## config.mk

```make
export PLATFORM = sky130hd
export DESIGN_NAME = fsr_top
export DESIGN_NICKNAME = d
export VERILOG_FILES = /design/src/rtl/fsr_pkg.sv /design/src/rtl/fsr_flash_ctl.sv /design/src/rtl/fsr_fuse_ctl.sv /design/src/rtl/fsr_sec_reg.sv /design/src/rtl/fsr_top.sv
export SDC_FILE = /design/constraint.sdc
export NUM_CORES = 1
export LEC_CHECK = 0
export BUFFER_PORTS_ARGS = -buffer_cell sky130_fd_sc_hd__clkbuf_2
export CAP_MARGIN = 20
export CORE_UTILIZATION = 41
export CTS_CLUSTER_SIZE = 10
export DETAILED_ROUTE_END_ITERATION = 10
export GPL_TIMING_DRIVEN = 1
export HOLD_SLACK_MARGIN = 0.02
export PLACE_DENSITY = 0.81
export SETUP_SLACK_MARGIN = 0.3
export SKIP_LAST_GASP = 1
export SLEW_MARGIN = 20
export SYNTH_ARGS = -nofsm -noshare
export SYNTH_HDL_FRONTEND = slang
export SYNTH_SLANG_ARGS = --single-unit
```

## constraint.sdc

```tcl
create_clock -name clk -period 3 [get_ports clk]
set_input_delay 0.6 -clock clk [delete_from_list [all_inputs] [get_ports clk]]
set_output_delay 0.6 -clock clk [all_outputs]
set_load 0.02 [all_outputs]
```

## src/rtl/fsr_pkg.sv

```systemverilog
// Package: shared constants for the flash and security register block.
// Assumes a byte-wide register bus.
package fsr_pkg;
    localparam int unsigned DATA_W    = 8;
    localparam logic [7:0]  KEY_SETUP = 8'h54;
    localparam logic [7:0]  CMD_BURN  = 8'hA6;
endpackage

```

## src/rtl/fsr_flash_ctl.sv

```systemverilog
// Flash control bits: program-write enable, mass-erase enable, secure lock.
// Assumes wr_i is already qualified by the address decode of this register.
module fsr_flash_ctl (
    input  logic clk,
    input  logic rst_n,
    input  logic wr_i,
    input  logic d_pwe_i,
    input  logic d_mee_i,
    input  logic d_lock_i,
    input  logic irq_en_i,
    input  logic byte_done_i,
    input  logic erase_start_i,
    output logic pwe_o,
    output logic mee_o,
    output logic lock_o
);
    logic pwe_q, mee_q, lock_q;

    // Program-write enable: write only with interrupts off, cleared per byte.
    always_ff @(posedge clk) begin
        if (!rst_n)                 pwe_q <= 1'b0;
        else if (byte_done_i)       pwe_q <= 1'b0;
        else if (wr_i && !irq_en_i) pwe_q <= d_pwe_i;
    end

    // Mass-erase enable: loaded by write, consumed by an erase start.
    always_ff @(posedge clk) begin
        if (!rst_n)             mee_q <= 1'b0;
        else if (erase_start_i) mee_q <= 1'b0;
        else if (wr_i)          mee_q <= d_mee_i;
    end

    // Secure lock: set-only until reset.
    always_ff @(posedge clk) begin
        if (!rst_n)               lock_q <= 1'b0;
        else if (wr_i && d_lock_i) lock_q <= 1'b1;
    end

    assign pwe_o  = pwe_q;
    assign mee_o  = mee_q;
    assign lock_o = lock_q;

    // interrupts enabled and no byte pulse leave the enable unchanged
    p_pwe_hold_irq_r3: assert property (@(posedge clk) disable iff (!rst_n)
        (irq_en_i && !byte_done_i) |=> $stable(pwe_q));
    // a flash byte always clears the enable
    p_pwe_clear_r4: assert property (@(posedge clk) disable iff (!rst_n)
        byte_done_i |=> !pwe_q);
    // an erase start consumes the mass-erase enable
    p_mee_clear_r5: assert property (@(posedge clk) disable iff (!rst_n)
        erase_start_i |=> !mee_q);
    // once set, the lock stays set
    p_lock_sticky_r6: assert property (@(posedge clk) disable iff (!rst_n)
        lock_q |=> lock_q);
endmodule

```

## src/rtl/fsr_fuse_ctl.sv

```systemverilog
// Fuse setup key and burn command decoder producing start/stop strobes.
// Assumes perm_i comes from the security register and writes are pre-decoded.
module fsr_fuse_ctl
    import fsr_pkg::*;
(
    input  logic              clk,
    input  logic              rst_n,
    input  logic              key_wr_i,
    input  logic              cmd_wr_i,
    input  logic [DATA_W-1:0] wdata_i,
    input  logic              perm_i,
    output logic              start_o,
    output logic              stop_o
);
    logic arm_q, start_q, stop_q;

    // Arm flag follows the last value written to the key register.
    always_ff @(posedge clk) begin
        if (!rst_n)        arm_q <= 1'b0;
        else if (key_wr_i) arm_q <= (wdata_i == KEY_SETUP);
    end

    // One-cycle strobes decoded from a command write.
    always_ff @(posedge clk) begin
        if (!rst_n) begin
            start_q <= 1'b0;
            stop_q  <= 1'b0;
        end else begin
            start_q <= cmd_wr_i && (wdata_i == CMD_BURN) && arm_q && perm_i;
            stop_q  <= cmd_wr_i && (wdata_i != CMD_BURN);
        end
    end

    assign start_o = start_q;
    assign stop_o  = stop_q;

    // a start strobe requires armed setup and permanent programming
    p_start_gated_r8: assert property (@(posedge clk) disable iff (!rst_n)
        start_q |-> $past(arm_q && perm_i && cmd_wr_i));
    // strobes are mutually exclusive
    p_strobe_excl_r9: assert property (@(posedge clk) disable iff (!rst_n)
        !(start_q && stop_q));
    // strobes last a single cycle without a new command write
    p_stop_pulse_r9: assert property (@(posedge clk) disable iff (!rst_n)
        (stop_q && !cmd_wr_i) |=> !stop_q);
endmodule

```

## src/rtl/fsr_sec_reg.sv

```systemverilog
// Security register: permanent-programming bit, mode bits, synced pin.
// Assumes sec_pin_i is asynchronous to clk.
module fsr_sec_reg (
    input  logic       clk,
    input  logic       rst_n,
    input  logic       wr_i,
    input  logic       d_perm_i,
    input  logic [1:0] d_mode_i,
    input  logic       sec_pin_i,
    output logic       perm_o,
    output logic [1:0] mode_o,
    output logic       pin_o
);
    localparam int unsigned SYNC_N = 2;
    logic       perm_q;
    logic [1:0] mode_q;
    logic [SYNC_N-1:0] sync_q;

    // Read/write security bits.
    always_ff @(posedge clk) begin
        if (!rst_n) begin
            perm_q <= 1'b0;
            mode_q <= 2'b00;
        end else if (wr_i) begin
            perm_q <= d_perm_i;
            mode_q <= d_mode_i;
        end
    end

    // Two-flop synchronizer on the security pin.
    always_ff @(posedge clk) begin
        if (!rst_n) sync_q <= '0;
        else        sync_q <= {sync_q[SYNC_N-2:0], sec_pin_i};
    end

    assign perm_o = perm_q;
    assign mode_o = mode_q;
    assign pin_o  = sync_q[SYNC_N-1];

    // without a write the security bits hold
    p_sec_hold_r10: assert property (@(posedge clk) disable iff (!rst_n)
        !wr_i |=> ($stable(perm_q) && $stable(mode_q)));
endmodule

```

## src/rtl/fsr_top.sv

```systemverilog
// Flash and security control register block top: address decode, read mux.
// Assumes one register access per cycle; read data is combinational.
module fsr_top
    import fsr_pkg::*;
#(
    parameter int unsigned        ADDR_W    = 16,
    parameter logic [ADDR_W-1:0]  ADDR_FCTL = 16'h0010,
    parameter logic [ADDR_W-1:0]  ADDR_KEY  = 16'h0011,
    parameter logic [ADDR_W-1:0]  ADDR_CMD  = 16'h0012,
    parameter logic [ADDR_W-1:0]  ADDR_SEC  = 16'h0013
) (
    input  logic              clk,
    input  logic              rst_n,
    input  logic [ADDR_W-1:0] bus_addr,
    input  logic [DATA_W-1:0] bus_wdata,
    input  logic              bus_we,
    output logic [DATA_W-1:0] bus_rdata,
    input  logic              irq_en_i,
    input  logic              byte_done_i,
    input  logic              erase_start_i,
    input  logic              sec_pin_i,
    output logic              prog_wr_en_o,
    output logic              mass_erase_en_o,
    output logic              secure_lock_o,
    output logic              fuse_start_o,
    output logic              fuse_stop_o,
    output logic              perm_prog_o,
    output logic [1:0]        sec_mode_o
);
    logic wr_fctl, wr_key, wr_cmd, wr_sec;
    logic pin_s;

    assign wr_fctl = bus_we && (bus_addr == ADDR_FCTL);
    assign wr_key  = bus_we && (bus_addr == ADDR_KEY);
    assign wr_cmd  = bus_we && (bus_addr == ADDR_CMD);
    assign wr_sec  = bus_we && (bus_addr == ADDR_SEC);

    fsr_flash_ctl u_flash (
        .clk          (clk),
        .rst_n        (rst_n),
        .wr_i         (wr_fctl),
        .d_pwe_i      (bus_wdata[0]),
        .d_mee_i      (bus_wdata[1]),
        .d_lock_i     (bus_wdata[6]),
        .irq_en_i     (irq_en_i),
        .byte_done_i  (byte_done_i),
        .erase_start_i(erase_start_i),
        .pwe_o        (prog_wr_en_o),
        .mee_o        (mass_erase_en_o),
        .lock_o       (secure_lock_o)
    );

    fsr_fuse_ctl u_fuse (
        .clk     (clk),
        .rst_n   (rst_n),
        .key_wr_i(wr_key),
        .cmd_wr_i(wr_cmd),
        .wdata_i (bus_wdata),
        .perm_i  (perm_prog_o),
        .start_o (fuse_start_o),
        .stop_o  (fuse_stop_o)
    );

    fsr_sec_reg u_sec (
        .clk      (clk),
        .rst_n    (rst_n),
        .wr_i     (wr_sec),
        .d_perm_i (bus_wdata[7]),
        .d_mode_i (bus_wdata[1:0]),
        .sec_pin_i(sec_pin_i),
        .perm_o   (perm_prog_o),
        .mode_o   (sec_mode_o),
        .pin_o    (pin_s)
    );

    // Read mux: write-only and undefined bits return 0.
    always_comb begin
        bus_rdata = '0;
        if (bus_addr == ADDR_FCTL)
            bus_rdata = {1'b0, secure_lock_o, 5'b0, prog_wr_en_o};
        else if (bus_addr == ADDR_SEC)
            bus_rdata = {perm_prog_o, 1'b0, pin_s, 3'b0, sec_mode_o};
    end

    // undefined addresses read as zero
    p_undef_read_r11: assert property (@(posedge clk) disable iff (!rst_n)
        (bus_addr != ADDR_FCTL && bus_addr != ADDR_SEC) |-> (bus_rdata == '0));
    // mass-erase enable is never visible on the read path
    p_mee_hidden_r5: assert property (@(posedge clk) disable iff (!rst_n)
        !bus_rdata[1] || (bus_addr == ADDR_SEC));
endmodule

```

==> metrics.txt, run 1 <==
Yosys reg bits 11; Mapped Cells around 70; Total Power about 0.29 mW; top-area cell type share of the netlist area 0.363; layout cells sized above 1 0.451; setup slack after placement 0.645 ns; die area about 0.0016 mm²; CTS Buf Count 3; hold_sp u_sec.sync_q[0]; maxcap violations 0; largest net degree at the start of global routing 14; area leader, netlist dfxtp_1; Most common cell on crit path clkbuf_2; peak supply drop 285 µV; final setup vio count 0; root buffer cell clkbuf_4; clock-pin slew of the registers on the worst-case setup and hold paths roughly 0.06 ns; grt ovf 0; Avg WL per Cell roughly 11 µm; status finished clean; leakage power 0.428 nW; GRT Total Usage 0.202; post-synthesis cell type count 26; Data required, critical path around 2.4 ns; reg2reg end u_fuse.start_o; Flop pwr share 0.513; initial antenna violation count 0; RR Startpoint u_sec.perm_o; vias post-DR approximately 640; Die X between 40 and 50 µm; vias in the first global route about 530; io pins 47; CP peak stage delay approximately 0.34 ns; Worst Setup Path Type input port to primary output; routability cong. 0.760; RSZ-0062 raised after global routing false; fmax 423 MHz; Hold Fails Final Rpt 0; fin crit share 0.788; Antenna Nets Post-Route 0; Clock power frac 0.338; sequential area share after synthesis 0.363; Pint 0.218 mW; TNS Setup 0 ns; TritonCTS clock tree yes; drt first pass iters 4; R2R Setup Slk roughly 2.4 ns; Post-DP HPWL between 1000 and 1500 µm; multiplexer area fraction after synthesis 0.0660; hold endpoint u_sec.sync_q[1]; first-pass GRT wire length 2160 µm; Slowest cell on crit path nor4b_2; Net Sw Frac 0.240; Mean Syn Cell Area 8.92 µm²; Period minus WS final 2.36 ns; post-route cell area between 800 and 900 µm²; crit end category primary output; final slew viol count 0; n_diodes 0; DR DRC count 0; CP max FO 7; Post-CTS Setup Repair Bufs 0; Pwr Density 339 mW/mm²; CTS Buffer Depth 2; clock sinks 11; Post-DP Area ~800 µm²; critical path arrival 1.76 ns; Chip Height roughly 40 µm; routed vias/inst about 5.0; warnings from Yosys 0; simple logic cell fraction of the synthesized area 0.427; Syn-to-layout area delta 39.8%; Hold Path Stages 1; critical-path cell list clkbuf_2 > nor4b_2 > nand4_2 > nor2_1 > a32o_1 > clkbuf_2; drt total wl about 1400 µm; Net Switching between 0.06 and 0.07 mW; Synth area leaders dfxtp_1 36%, nand2_1 8.0%, nor4_4 7.0%; core area 0.00133 mm²; main combinational cell family by area after synthesis simple AND/OR/NAND/NOR gates; clk_lat worst skew 0.26 ns; count of hold-fix buffers inserted at cts 0; WHS 0.444 ns; post-synthesis compound-gate area fraction 0.0825; worst hold path class register to register; clock skew roughly 0.00054 ns; Synth Area in Adders 0; IO Port Bufs 43; Initial Utilization 0.455; final setup margin roughly 0.64 ns; xor and xnor area share after synthesis 0; row count 13; r2r worst-path depth 2; post-synthesis cell area a little over 600 µm²; Final nets ~150; Initial DRC Count 14; H-tree depth 1; Resized cells post-CTS 0; combinational share of power 0.149; CP startpoint kind input port
-- layout make-up --
class | count | area [µm²]
flip-flops and latches | 11 | 220
inverters | 2 | 7.51
fillers | 127 | 485
multi-input cells | 53 | 360
well taps | 15 | 18.8
clock buffers | 4 | 26.3
repair buffers | 43 | 215
-- metal layers --
layer | track usage | part of all wire
met5 | 0 | 0
met1 | 0.235 | 0.42
met3 | 0.100 | 0.056
met2 | 0.329 | 0.53
met4 | 0.0417 | 0
-- stage by stage --
step                cells  utilization
finish                128        0.636
global route          128        0.636
CTS                   128        0.636
detailed placement    124        0.616
global placement      124        0.616
floorplan              70            -
-- placed cells by master, fill, tap and decap left out, drive strengths merged --
master / count
o211ai: 1
nand2: 13
mux2i: 4
a211oi: 1
nor3b: 2
a32o: 1
dfxtp: 11
and4: 1
nor2b: 1
o31ai: 2
nand3: 2
nor3: 5
inv: 2
nor2: 2
nand4b: 2
nor4b: 1
nor4: 2
or3: 1
nand2b: 1
clkbuf: 47
and2: 3
o21ai: 1
nand4: 1
and3: 3
conb: 3
-- power groups by stage --
stage / clock (mW) / sequential (mW) / combinational [mW]
6_report: 0.0970 / 0.147 / 0.0427
5_1_grt: 0.109 / 0.147 / 0.0470
4_1_cts: 0.100 / 0.147 / 0.0426
3_5_place_dp: 0 / 0.151 / 0.0425
3_3_place_gp: 0 / 0.151 / 0.0417
2_1_floorplan: 0 / 0.151 / 0.0177
-- registers in the layout, indices dropped and copies added, names as in the netlist --
register        count
u_flash.lock_o      1
u_flash.mee_o       1
u_flash.pwe_o       1
u_fuse.arm_q        1
u_fuse.start_o      1
u_fuse.stop_o       1
u_sec.mode_o        2
u_sec.perm_o        1
u_sec.sync_q        2
-- Yosys cell counts --
master and number:
nand2_1 13, dfxtp_1 11, nor3_1 5, mux2i_1 4, and2_1 3, and3_1 3
buf_4 3, inv_1 2, nand3_1 2, nand4b_1 2, nor2_1 2, nor3b_1 2
nor4_4 2, o31ai_1 2, a211oi_2 1, a32o_1 1, and4_1 1, clkbuf_1 1
conb_1 1, nand2b_1 1, nand4_2 1, nor2b_1 1, nor4b_2 1, o211ai_1 1
o21ai_1 1, or3_1 1
-- worst max path at each step --
stage                       startpoint           end  slack, ns  cells after the start
final                     bus_addr[15]  bus_rdata[0]       0.64                      6
after global routing      bus_addr[15]  bus_rdata[0]       0.55                      6
after CTS                 bus_addr[15]  bus_rdata[0]       0.63                      6
after detailed placement  bus_addr[15]  bus_rdata[0]       0.64                      6
after global placement    bus_addr[15]  bus_rdata[0]       0.68                      5
after floorplan           bus_addr[15]  bus_rdata[0]       0.92                      3
-- cell families after synthesis --
| logic type | count (synthesis) |
|---|---|
| AND/OR/NAND/NOR | 40 |
| flip-flops | 11 |
| AO/OA/AOI/OAI | 6 |
| buffers and inverters | 6 |
| multiplexers | 4 |
| other | 1 |
-- worst max-delay path, delay by kind of cell --
kind | cells | cell delay [ns]
and+or+nand+nor | 3 | 0.76
AOI/OAI and AO/OA | 1 | 0.16
buffers and inverters | 2 | 0.25
Note: power is estimated with default switching activity, not from simulation.
==> inputs of run 2 (changes only) <==
- ABC_AREA: not set -> 1
- CORE_UTILIZATION: 41 -> 40
- PLACE_DENSITY: 0.81 -> 0.75
- clock period: 3 -> 2.3 ns (I/O delays scaled with it)
==> metrics.txt, run 2 <==
status finished with violations (was finished clean); failing checks design-rule violations; clock-pin slew of the registers on the worst-case setup and hold paths 0.07 ns (was 0.06 ns); critical-path cell list clkbuf_2 > nor2_2 > nand3_1 > nand3b_2 > nor2_1 > clkbuf_2 (was clkbuf_2 > nor4b_2 > nand4_2 > nor2_1 > a32o_1 > clkbuf_2); worst hold path class input port to register (was register to register); R2R Setup Slk 1.65 ns (was 2.35 ns); warnings from Yosys 0 (unchanged); Mapped Cells 101 (was 68); CP startpoint kind input port (unchanged); CTS Buffer Depth 2 (unchanged); Post-synth EDFFs 0 (unchanged); post-synthesis cell area 707 µm² (was 607 µm²); TritonCTS clock tree yes (unchanged); layout cells sized above 1 0.459 (was 0.451); RSZ-0062 raised after global routing false (unchanged); Post-CTS Setup Repair Bufs 0 (unchanged); root buffer cell clkbuf_4 (unchanged); core area 0.00158 mm² (was 0.00133 mm²); critical path arrival 1.47 ns (was 1.76 ns); post-synthesis cell type count 23 (was 26); die area 0.00194 mm² (was 0.00164 mm²); Post-DP HPWL 1350 µm (was 1170 µm); crit end category primary output (unchanged); Net Sw Frac 0.272 (was 0.240); commonest non-fill, non-tap cells in the layout 43 x clkbuf_2, 19 x nor2_1, 15 x nand2_1, 12 x inv_1, 11 x dfxtp_1 (was 43 x clkbuf_2, 13 x nand2_1, 11 x dfxtp_1, 5 x nor3_1, 4 x mux2i_1); peak supply drop 222 µV (was 285 µV); vias in the first global route 730 (was 529); async set-reset flop share out of synthesis 0 (unchanged); Clock power frac 0.358 (was 0.338); Hold Path Stages 3 (was 1); routed vias/inst 4.78 (was 4.98); Chip Height 44.0 µm (was 40.5 µm); commonest non-fill, non-tap cell in the layout clkbuf_2 (unchanged); Antenna Nets Post-Route 0 (unchanged); post-route cell area 942 µm² (was 848 µm²); fillers 155 (was 127); Avg WL per Cell 10.2 µm (was 11.1 µm); clock sinks 11 (unchanged); final slew viol count 0 (unchanged); r2r worst-path depth 2 (unchanged); Post-DP Area 916 µm² (was 822 µm²); io pins 47 (unchanged); count of hold-fix buffers inserted at cts 0 (unchanged); ys flop type dfxtp_1 (unchanged); Total Power 0.391 mW (was 0.287 mW); combinational share of power 0.151 (was 0.149); TNS Setup 0 ns (unchanged); area leader, netlist dfxtp_1 (unchanged); Period minus WS final ~1.9 ns; Syn-to-layout area delta 33.3% (was 39.8%); H-tree depth 1 (unchanged); GRT Total Usage 0.196 (was 0.202); CP max FO 4 (was 7); n_diodes 0 (unchanged); Resized cells post-CTS 0 (unchanged); non-filler cells, final 162 (was 128); Mean Syn Cell Area 7.00 µm² (was 8.92 µm²); clk_lat worst skew 0.27 ns (was 0.26 ns); Initial DRC Count 14 (unchanged); Synth area leaders dfxtp_1 31%, nor2_1 10%, nand2_1 8.0% (was dfxtp_1 36%, nand2_1 8.0%, nor4_4 7.0%); sequential area share after synthesis 0.312 (was 0.363); grt ovf 0 (unchanged); row count 14 (was 13); Post-synth top cells 19 x nor2_1, 15 x nand2_1, 12 x inv_1 (was 13 x nand2_1, 11 x dfxtp_1, 5 x nor3_1); first-pass GRT wire length 2750 µm (was 2160 µm); vias post-DR 775 (was 638); Net Switching 0.107 mW (was 0.0688 mW); Yosys reg bits 11 (unchanged); fin crit share 0.841; placed insts 158 (was 124); IO Port Bufs 43 (unchanged); Data required, critical path 1.84 ns (was 2.40 ns); drt total wl 1650 µm (was 1420 µm); Slowest cell on crit path nand3b_2 (was nor4b_2); count leader, synth nor2_1 (was nand2_1); final setup vio count 0 (unchanged); Worst Setup Path Type input port to primary output (unchanged); Flop pwr share 0.491 (was 0.513); multi-input logic area 412 µm² (was 360 µm²); Final Util 0.598 (was 0.636); fmax around 520 MHz; Pint 0.285 mW (was 0.218 mW); DR DRC count 1 (was 0); CP peak stage delay 0.27 ns (was 0.34 ns); top-area cell type share of the netlist area 0.312 (was 0.363); clock skew 0.00272 ns (was 0.000538 ns); Hold Fails Final Rpt 0 (unchanged); Most common cell on crit path clkbuf_2 (unchanged); Pwr Density 415 mW/mm² (was 339 mW/mm²); Reg area 220 µm² (unchanged); Final nets 178 (was 145); Die X 44.0 µm (was 40.5 µm); drt first pass iters 9 (was 4); maxcap violations 0 (unchanged); initial antenna violation count 0 (unchanged); Initial Utilization 0.448 (was 0.455); routability cong. 0.805 (was 0.760); leakage power 0.497 nW (was 0.428 nW); CTS Buf Count 3 (unchanged); largest net degree at the start of global routing 11 (was 14)
run 2: cell types whose count changed after synthesis, sizes merged, moves of 3 or more:
| cell | before | now |
|---|---|---|
| nand2 | 13 | 21 |
| and3 | 3 | 0 |
| mux2i | 4 | 0 |
| and2 | 3 | 0 |
| a21oi | 0 | 5 |
| nor2 | 2 | 25 |
| nand4 | 1 | 7 |
| nand3 | 2 | 8 |
| inv | 2 | 13 |
| nor3 | 5 | 0 |
run 2: critical path, delay by kind of cell:
family	cells	cell delay, ns
buf+inv	2	0.29
simple gates	4	0.73
run 2: worst paths after layout:
check                  startpoint         endpoint
hold / removal          sec_pin_i  u_sec.sync_q[0]
hold reg to reg   u_sec.sync_q[0]  u_sec.sync_q[1]
setup / recovery      bus_addr[3]     bus_rdata[7]
setup reg to reg     u_sec.perm_o   u_fuse.start_o
run 2: cells by family (layout without fill, tap and decap cells):
kind of cell,count (synthesis),after routing,synth area share
AOI/OAI and AO/OA,7,7,0.0619
buffers and inverters,17,60,0.117
DFF,11,11,0.312
other,1,3,0.00530
and+or+nand+nor,65,65,0.504
run 2: cell type report:
class	count	area share
inverter	13	0.0518
tap	16	0.0212
multi-input combinational	75	0.437
timing repair buffer	43	0.228
sequential	11	0.234
clock buffer	4	0.0279
run 2: power groups by stage:
stage | registers, mW | clock network (mW) | logic, mW
finish | 0.192 | 0.140 | 0.0590
global route | 0.192 | 0.150 | 0.0667
CTS | 0.192 | 0.142 | 0.0594
detailed placement | 0.197 | 0 | 0.0591
global placement | 0.197 | 0 | 0.0572
floorplan | 0.197 | 0 | 0.0302
run 2: layer usage:
metal	track usage	part of all wire	vias to the layer above
met1	0.205	0.42	340
met2	0.344	0.52	22
met3	0.0531	0.044	4
met4	0.121	0.012	0
met5	0	0	-
li1	-	-	409
run 2: metrics by stage:
| stage | hold slack (ns) | worst slack (ns) |
|---|---|---|
| final | 0.365 | 0.367 |
| after global routing | 0.372 | 0.311 |
| after CTS | 0.363 | 0.384 |
| after detailed placement | 0.399 | 0.384 |
| after global placement | 0.400 | 0.434 |
| after floorplan | 0.390 | 0.517 |
